## config.mk

```make
export PLATFORM = sky130hd
export DESIGN_NAME = uop_pc_seq
export DESIGN_NICKNAME = d
export VERILOG_FILES = /design/src/rtl/uop_pc_pkg.sv /design/src/rtl/uop_rst_sync.sv /design/src/rtl/uop_next_calc.sv /design/src/rtl/uop_squash_arb.sv /design/src/rtl/uop_thread_regs.sv /design/src/rtl/uop_pc_seq.sv
export SDC_FILE = /design/constraint.sdc
export NUM_CORES = 1
export LEC_CHECK = 0
export BUFFER_PORTS_ARGS = -buffer_cell sky130_fd_sc_hd__buf_4
export CORE_AREA = 2 2 186 188
export DETAILED_ROUTE_END_ITERATION = 7
export DIE_AREA = 0 0 188 190
export GPL_ROUTABILITY_DRIVEN = 1
export PLACE_DENSITY = 0.82
export SYNTH_ARGS = -nofsm -noshare
export SYNTH_HDL_FRONTEND = slang
export SYNTH_SLANG_ARGS = --single-unit
```

## constraint.sdc

```tcl
create_clock -name clk -period 21.8 [get_ports clk]
set_clock_uncertainty 0.05 [all_clocks]
set_input_delay 3.27 -clock clk [delete_from_list [all_inputs] [get_ports clk]]
set_output_delay 3.27 -clock clk [all_outputs]
set_load 0.05 [all_outputs]
```

## src/rtl/uop_pc_pkg.sv

```systemverilog
package uop_pc_pkg;
  parameter int unsigned PC_W       = 32;
  parameter int unsigned UIDX_W     = 6;
  parameter int unsigned INST_BYTES = 4;

  typedef logic [PC_W-1:0]   pc_t;
  typedef logic [UIDX_W-1:0] uidx_t;

  typedef struct packed {
    pc_t   pc;
    pc_t   npc;
    uidx_t uidx;
  } triple_t;

  localparam pc_t     STEP_BYTES   = pc_t'(INST_BYTES);
  localparam triple_t RESET_TRIPLE = '{pc: '0, npc: STEP_BYTES, uidx: '0};

  typedef enum logic [1:0] {
    STEP_SEQ   = 2'd0,
    STEP_UOP   = 2'd1,
    STEP_TAKEN = 2'd2,
    STEP_FALL  = 2'd3
  } step_e;
endpackage

```

## src/rtl/uop_rst_sync.sv

```systemverilog
module uop_rst_sync #(
  parameter int unsigned STAGES = 2
) (
  input  logic clk,
  input  logic rst_n_in,
  output logic rst_n_out
);
  logic [STAGES-1:0] chain_q;

  always_ff @(posedge clk or negedge rst_n_in) begin
    if (!rst_n_in) chain_q <= '0;
    else           chain_q <= {chain_q[STAGES-2:0], 1'b1};
  end

  assign rst_n_out = chain_q[STAGES-1];
endmodule

```

## src/rtl/uop_next_calc.sv

```systemverilog
module uop_next_calc import uop_pc_pkg::*; (
  input  logic    clk,
  input  logic    rst_n,
  input  triple_t cur,
  input  logic    is_ctrl,
  input  logic    is_uop,
  input  logic    is_last,
  input  logic    bp_taken,
  input  pc_t     bp_target,
  output triple_t nxt,
  output logic    taken
);
  step_e step;

  always_comb begin
    if (is_ctrl)                step = bp_taken ? STEP_TAKEN : STEP_FALL;
    else if (is_uop && !is_last) step = STEP_UOP;
    else                        step = STEP_SEQ;
  end

  always_comb begin
    nxt   = cur;
    taken = 1'b0;
    unique case (step)
      STEP_UOP: begin
        nxt.uidx = cur.uidx + uidx_t'(1);
      end
      STEP_TAKEN: begin
        nxt.pc   = bp_target;
        nxt.npc  = bp_target + STEP_BYTES;
        nxt.uidx = '0;
        taken    = 1'b1;
      end
      default: begin
        nxt.pc   = cur.npc;
        nxt.npc  = cur.npc + STEP_BYTES;
        nxt.uidx = '0;
      end
    endcase
  end

  assert_mid_uop_hold_R2: assert property (@(posedge clk) disable iff (!rst_n)
    (!is_ctrl && is_uop && !is_last) |->
      (nxt.pc == cur.pc && nxt.npc == cur.npc &&
       nxt.uidx == uidx_t'(cur.uidx + uidx_t'(1)) && !taken));

  assert_seq_step_R3: assert property (@(posedge clk) disable iff (!rst_n)
    (!is_ctrl && !(is_uop && !is_last)) |->
      (nxt.pc == cur.npc && nxt.uidx == '0 && !taken));

  assert_taken_branch_R4: assert property (@(posedge clk) disable iff (!rst_n)
    (is_ctrl && bp_taken) |-> (nxt.pc == bp_target && nxt.uidx == '0 && taken));

  assert_fall_branch_R5: assert property (@(posedge clk) disable iff (!rst_n)
    (is_ctrl && !bp_taken) |-> (nxt.pc == cur.npc && nxt.uidx == '0 && !taken));
endmodule

```

## src/rtl/uop_squash_arb.sv

```systemverilog
module uop_squash_arb import uop_pc_pkg::*; #(
  parameter int unsigned NUM_THREADS = 4,
  parameter int unsigned TID_W       = 2
) (
  input  logic             clk,
  input  logic             rst_n,
  input  logic             cmt_valid,
  input  logic [TID_W-1:0] cmt_tid,
  input  triple_t          cmt_val,
  input  logic             dec_valid,
  input  logic [TID_W-1:0] dec_tid,
  input  triple_t          dec_val,
  input  logic [NUM_THREADS-1:0] squashing,
  output logic [NUM_THREADS-1:0] sq_en,
  output triple_t          sq_val [NUM_THREADS]
);
  logic [NUM_THREADS-1:0] cmt_hit;
  logic [NUM_THREADS-1:0] dec_hit;

  for (genvar t = 0; t < NUM_THREADS; t++) begin : g_thr
    always_comb begin
      cmt_hit[t] = cmt_valid && (cmt_tid == TID_W'(t));
      dec_hit[t] = dec_valid && (dec_tid == TID_W'(t)) && !squashing[t] && !cmt_hit[t];
      sq_en[t]   = cmt_hit[t] || dec_hit[t];
      sq_val[t]  = cmt_hit[t] ? cmt_val : dec_val;
    end

    assert_commit_first_R7: assert property (@(posedge clk) disable iff (!rst_n)
      (cmt_valid && cmt_tid == TID_W'(t)) |-> (sq_en[t] && sq_val[t] == cmt_val));

    assert_dec_ignored_R8: assert property (@(posedge clk) disable iff (!rst_n)
      (dec_valid && dec_tid == TID_W'(t) && squashing[t] &&
       !(cmt_valid && cmt_tid == TID_W'(t))) |-> !sq_en[t]);
  end
endmodule

```

## src/rtl/uop_thread_regs.sv

```systemverilog
module uop_thread_regs import uop_pc_pkg::*; (
  input  logic    clk,
  input  logic    rst_n,
  input  logic    adv_en,
  input  triple_t adv_val,
  input  logic    sq_en,
  input  triple_t sq_val,
  input  logic    miss_set,
  input  logic    miss_clr,
  output triple_t st,
  output logic    squashing,
  output logic    miss_wait
);
  triple_t st_q, st_d;
  logic    st_en;
  logic    sqf_q, sqf_d;
  logic    miss_q, miss_d;

  always_comb begin
    st_en = sq_en || adv_en;
    st_d  = sq_en ? sq_val : adv_val;
    sqf_d = sq_en;
    if (sq_en || miss_clr) miss_d = 1'b0;
    else if (miss_set)     miss_d = 1'b1;
    else                   miss_d = miss_q;
  end

  always_ff @(posedge clk or negedge rst_n) begin
    if (!rst_n) begin
      st_q   <= RESET_TRIPLE;
      sqf_q  <= 1'b0;
      miss_q <= 1'b0;
    end else begin
      if (st_en) st_q <= st_d;
      sqf_q  <= sqf_d;
      miss_q <= miss_d;
    end
  end

  assign st        = st_q;
  assign squashing = sqf_q;
  assign miss_wait = miss_q;

  assert_hold_idle_R6: assert property (@(posedge clk) disable iff (!rst_n)
    (!sq_en && !adv_en) |=> (st_q == $past(st_q)));

  assert_squash_over_adv_R7: assert property (@(posedge clk) disable iff (!rst_n)
    (sq_en && adv_en) |=> (st_q == $past(sq_val)));

  assert_squash_flag_R8: assert property (@(posedge clk) disable iff (!rst_n)
    sq_en |=> squashing);

  assert_squash_clears_miss_R9: assert property (@(posedge clk) disable iff (!rst_n)
    sq_en |=> !miss_wait);
endmodule

```

## src/rtl/uop_pc_seq.sv

```systemverilog
module uop_pc_seq import uop_pc_pkg::*; #(
  parameter int unsigned NUM_THREADS = 4,
  localparam int unsigned TID_W = (NUM_THREADS > 1) ? $clog2(NUM_THREADS) : 1
) (
  input  logic                   clk,
  input  logic                   rst_n,
  input  logic                   adv_valid,
  input  logic [TID_W-1:0]       adv_tid,
  input  logic                   adv_ctrl,
  input  logic                   adv_uop,
  input  logic                   adv_last,
  input  logic                   bp_taken,
  input  logic [PC_W-1:0]        bp_target,
  input  logic                   cmt_sq_valid,
  input  logic [TID_W-1:0]       cmt_sq_tid,
  input  logic [PC_W-1:0]        cmt_sq_pc,
  input  logic [PC_W-1:0]        cmt_sq_npc,
  input  logic [UIDX_W-1:0]      cmt_sq_uidx,
  input  logic                   dec_sq_valid,
  input  logic [TID_W-1:0]       dec_sq_tid,
  input  logic [PC_W-1:0]        dec_sq_pc,
  input  logic [PC_W-1:0]        dec_sq_npc,
  input  logic [UIDX_W-1:0]      dec_sq_uidx,
  input  logic                   miss_req_valid,
  input  logic [TID_W-1:0]       miss_req_tid,
  input  logic                   miss_done_valid,
  input  logic [TID_W-1:0]       miss_done_tid,
  output logic [PC_W-1:0]        cur_pc,
  output logic [PC_W-1:0]        cur_npc,
  output logic [UIDX_W-1:0]      cur_uidx,
  output logic [PC_W-1:0]        pred_pc,
  output logic [PC_W-1:0]        pred_npc,
  output logic [UIDX_W-1:0]      pred_uidx,
  output logic                   pred_taken,
  output logic [NUM_THREADS-1:0] squashing,
  output logic [NUM_THREADS-1:0] icache_wait
);
  logic    rst_int_n;
  triple_t st   [NUM_THREADS];
  triple_t sq_val [NUM_THREADS];
  logic [NUM_THREADS-1:0] sq_en;
  triple_t cur, nxt, cmt_val, dec_val;

  uop_rst_sync #(.STAGES(2)) u_rst (
    .clk(clk), .rst_n_in(rst_n), .rst_n_out(rst_int_n)
  );

  assign cmt_val = '{pc: cmt_sq_pc, npc: cmt_sq_npc, uidx: cmt_sq_uidx};
  assign dec_val = '{pc: dec_sq_pc, npc: dec_sq_npc, uidx: dec_sq_uidx};

  uop_squash_arb #(.NUM_THREADS(NUM_THREADS), .TID_W(TID_W)) u_arb (
    .clk(clk), .rst_n(rst_int_n),
    .cmt_valid(cmt_sq_valid), .cmt_tid(cmt_sq_tid), .cmt_val(cmt_val),
    .dec_valid(dec_sq_valid), .dec_tid(dec_sq_tid), .dec_val(dec_val),
    .squashing(squashing), .sq_en(sq_en), .sq_val(sq_val)
  );

  assign cur = st[adv_tid];

  uop_next_calc u_calc (
    .clk(clk), .rst_n(rst_int_n), .cur(cur),
    .is_ctrl(adv_ctrl), .is_uop(adv_uop), .is_last(adv_last),
    .bp_taken(bp_taken), .bp_target(bp_target),
    .nxt(nxt), .taken(pred_taken)
  );

  for (genvar t = 0; t < NUM_THREADS; t++) begin : g_thread
    logic adv_hit, mset, mclr;
    always_comb begin
      adv_hit = adv_valid && (adv_tid == TID_W'(t));
      mset    = miss_req_valid && (miss_req_tid == TID_W'(t));
      mclr    = miss_done_valid && (miss_done_tid == TID_W'(t));
    end
    uop_thread_regs u_regs (
      .clk(clk), .rst_n(rst_int_n),
      .adv_en(adv_hit), .adv_val(nxt),
      .sq_en(sq_en[t]), .sq_val(sq_val[t]),
      .miss_set(mset), .miss_clr(mclr),
      .st(st[t]), .squashing(squashing[t]), .miss_wait(icache_wait[t])
    );
  end

  assign cur_pc    = cur.pc;
  assign cur_npc   = cur.npc;
  assign cur_uidx  = cur.uidx;
  assign pred_pc   = nxt.pc;
  assign pred_npc  = nxt.npc;
  assign pred_uidx = nxt.uidx;

  assert_commit_load_R7: assert property (@(posedge clk) disable iff (!rst_int_n)
    (cmt_sq_valid && !adv_valid) |=>
      (st[$past(cmt_sq_tid)].pc == $past(cmt_sq_pc) &&
       st[$past(cmt_sq_tid)].uidx == $past(cmt_sq_uidx)));

  assert_noctrl_not_taken_R3: assert property (@(posedge clk) disable iff (!rst_int_n)
    (adv_valid && !adv_ctrl) |-> !pred_taken);
endmodule

```

==> metrics.md <==
| Metric | Value |
|---|---|
| Outcome | completed |
| Pin count of the biggest net entering global routing | 97 |
| DR DRC count | 0 |
| #FFs+latches synth | 290 |
| CP Buf/Inv Count | 4 |
| Detailed Place HPWL | 52100 um |
| Final period util | 0.511 |
| Worst slew margin | 0.223 |
| Overall Global Routing Usage | 0.437 |
| Fill count | 2647 |
| Register area share after synthesis | 0.362 |
| Fin cells | 2909 |
| Core Box Area | 33900 um^2 |
| Slew @ Worst Pin | 1.17 ns |
| Lkg Pwr | 10.4 nW |
| Netlist cell types | 86 |
| Initial antenna violation count | 4 |
| Vias | 20700 |
| FF-to-FF setup slack | 18.26 ns |
| Final net count | 2622 |
| Total Routed Length | 79000 um |
| Avg Inst Size Synth | 9.04 um^2 |
| Maximum clock rate | 89.7 MHz |
| Max clock buf depth | 3 |
| Netlist Area Pre-Place | 20100 um^2 |
| Worst-path clk slew | 0.06 ns |
| CP Data Arrival Time | 7.82 ns |
| Required time of the critical path | 18.48 ns |
| CTS Buf Count | 35 |
| Die area | 35700 um^2 |
| Ys Warns | 0 |
| Setup bufs post-CTS | 0 |
| Cell family with most CP delay | buffers and inverters |
| Most numerous cell in the Yosys netlist | dfrtp_1 |
| Slew Limit Fails | 0 |
| Gr ovfl total | 0 |
| Wire per inst | 27.2 um |
| Crit path kind | in2out |
| Area of the multi-input gates | 11700 um^2 |
| Top cells by count, synth | dfrtp_1, nand2_1, mux2i_1, a21oi_1, nor2_1 |
| Clk sinks | 290 |
| Flip-flop and latch area | 7270 um^2 |
| Starting Density | 0.591 |
| CTS tree | yes |
| Maximum fanout along the worst path | 45 |
| Top post-synthesis cells by area | dfrtp_1, mux2i_1, mux4_2 |
| Post-synthesis net count | 2416 |
| Tmin final | 11.14 ns |
| Critical Path, Cell by Cell | buf_4 > buf_4 > mux4_2 > nand2_1 > nand2_1 > ha_1 > a21boi_0 > nand4_2 > a221oi_4 > nand4_1 > xnor2_1 > a221oi_2 > inv_1 > buf_4 |
| Layout area overhead | 18.4% |
| Placed insts | 2845 |
| # rows | 68 |
| Clk_lat worst skew | 0.52 ns |
| Resized cells post-CTS | 0 |
| Fin Setup TNS | 0 ns |
| Final instance area | 23800 um^2 |
| IO Count | 342 |
| Port bufs | 341 |
| Peak VDD IR | 0.0720 mV |
| Endpoint class of the critical path | output pin |
| Yosys top cell by area | dfrtp_1 |
| RSZ-0062 raised after global routing | no |
| Max incr delay on CP | 0.77 ns |
| Final setup viols | 0 |
| HP Class | reg2async |
| TritonRoute pass-1 iters | 6 |
| Root buf cell | clkbuf_16 |
| Cell repeated most along the worst path | buf_4 |
| Post-synth ARST share | 1.00 |
| Global-route wire length before repair | 120000 um |
| Share of layout cells above drive strength 1 | 0.232 |
| H-tree levels | 2 |
| CP Launch Type | primary input |
| Die height | 190 um |
| Die width | 188 um |
| Final GP Congestion | 0.986 |
| Placed Area | 22600 um^2 |
| Antenna viol nets, final | 0 |
| Number of synthesized flops with an enable pin | 0 |
| Final Hold Vio Count | 0 |
| Max Cap Viol | 0 |
| CTS Hold Bufs | 0 |
| Synth top area share | 0.357 |
| PwrDens | 95.2 nW/um^2 |
| Vias/cell | 7.11 |
| Commonest register cell after synthesis | dfrtp_1 |
| Critical path's slowest cell | buf_4 |
| Cells after Synth | 2221 |
| Vias in the first global route | 20300 |
| Initial DRC count | 2769 |
## sequential cells by signal, indices dropped and copies added (netlist names)
register and count:
u_rst.chain_q 2, g_thread.u_regs.squashing 4, g_thread.u_regs.st 280, g_thread.u_regs.miss_wait 4
## metal layers
metal,vias up,routed length (um),global-route usage
met5,-,0,0
met3,357,10000,0.107
li1,8701,-,-
met1,9980,28500,0.567
met2,1655,35300,0.662
met4,0,5180,0.274
## area by class of cell
class                   count  share of cell area
multi-input cells        1655               0.493
flip-flops and latches    290               0.306
repair buffers            379               0.120
clock buffers              54              0.0428
well taps                 455              0.0240
inverters                  66              0.0104
clock inverters             6             0.00353
diodes                      4            0.000421
## cells in the final DEF, fill, tap and decap left out, drive strengths merged, types with 4 or more instances in the layout
cell     netlist  layout
buf           50     379
dfrtp        286     286
nand2        277     277
mux2i        216     216
a21oi        181     181
nor2         174     174
o21ai        164     164
o211ai       117     117
mux4          69      69
inv           66      67
a211oi        60      60
clkbuf       160      54
o31ai         41      41
a221oi        37      37
a31oi         32      32
nand3         27      27
o22ai         25      25
nor3          23      23
nand4         21      21
a22o          19      19
xnor2         18      18
o21a          15      15
and3          12      12
mux2          10      10
o2bb2ai        9       9
xor2           9       9
a222oi         8       8
and2           8       8
or3            8       8
a21boi         7       7
a22oi          7       7
and4           6       6
nor2b          5       5
diode          0       4
dfstp          4       4
nor3b          4       4
a311oi         4       4
## power by group
group | internal, mW | leakage, nW | switching, mW
clock network | 0.344 | 0.540 | 0.237
logic | 0.319 | 6.52 | 0.646
registers | 0.652 | 3.38 | 0.0655
## worst paths after layout
check | startpoint | cells after the start | endpoint
worst max-delay path | adv_tid[0] | 14 | pred_npc[28]
worst min-delay path | u_rst.chain_q[1] | 0 | g_thread[1].u_regs.miss_wait
worst max register to register | g_thread[0].u_regs.st[8] | 11 | g_thread[1].u_regs.st[34]
worst min register to register | u_rst.chain_q[1] | 0 | g_thread[1].u_regs.miss_wait
max in group asynchronous | rst_n | 1 | u_rst.chain_q[1]
min in group clk | u_rst.chain_q[0] | 0 | u_rst.chain_q[1]
## kinds of logic after synthesis
group,share of synthesized area
compound gates,0.247
xor+xnor,0.0118
fa+ha+maj,0.00125
buf+inv,0.0582
flops,0.362
mux,0.191
other cells,0.000187
simple gates,0.128
## through the flow
| step | util | hold slack (ns) | total power [mW] | setup slack [ns] |
|---|---|---|---|---|
| 4_1_cts | 0.700 | 0.230 | 2.24 | 10.68 |
| 3_3_place_gp | 0.667 | 0.224 | 1.64 | 10.81 |
| 6_report | 0.700 | 0.216 | 2.26 | 10.66 |
| 5_1_grt | 0.700 | 0.253 | 2.34 | 10.23 |
| 2_1_floorplan | - | 0.281 | 1.35 | 11.08 |
| 3_5_place_dp | 0.667 | 0.229 | 1.66 | 10.70 |
No activity file was read; power rests on OpenSTA's default activity.
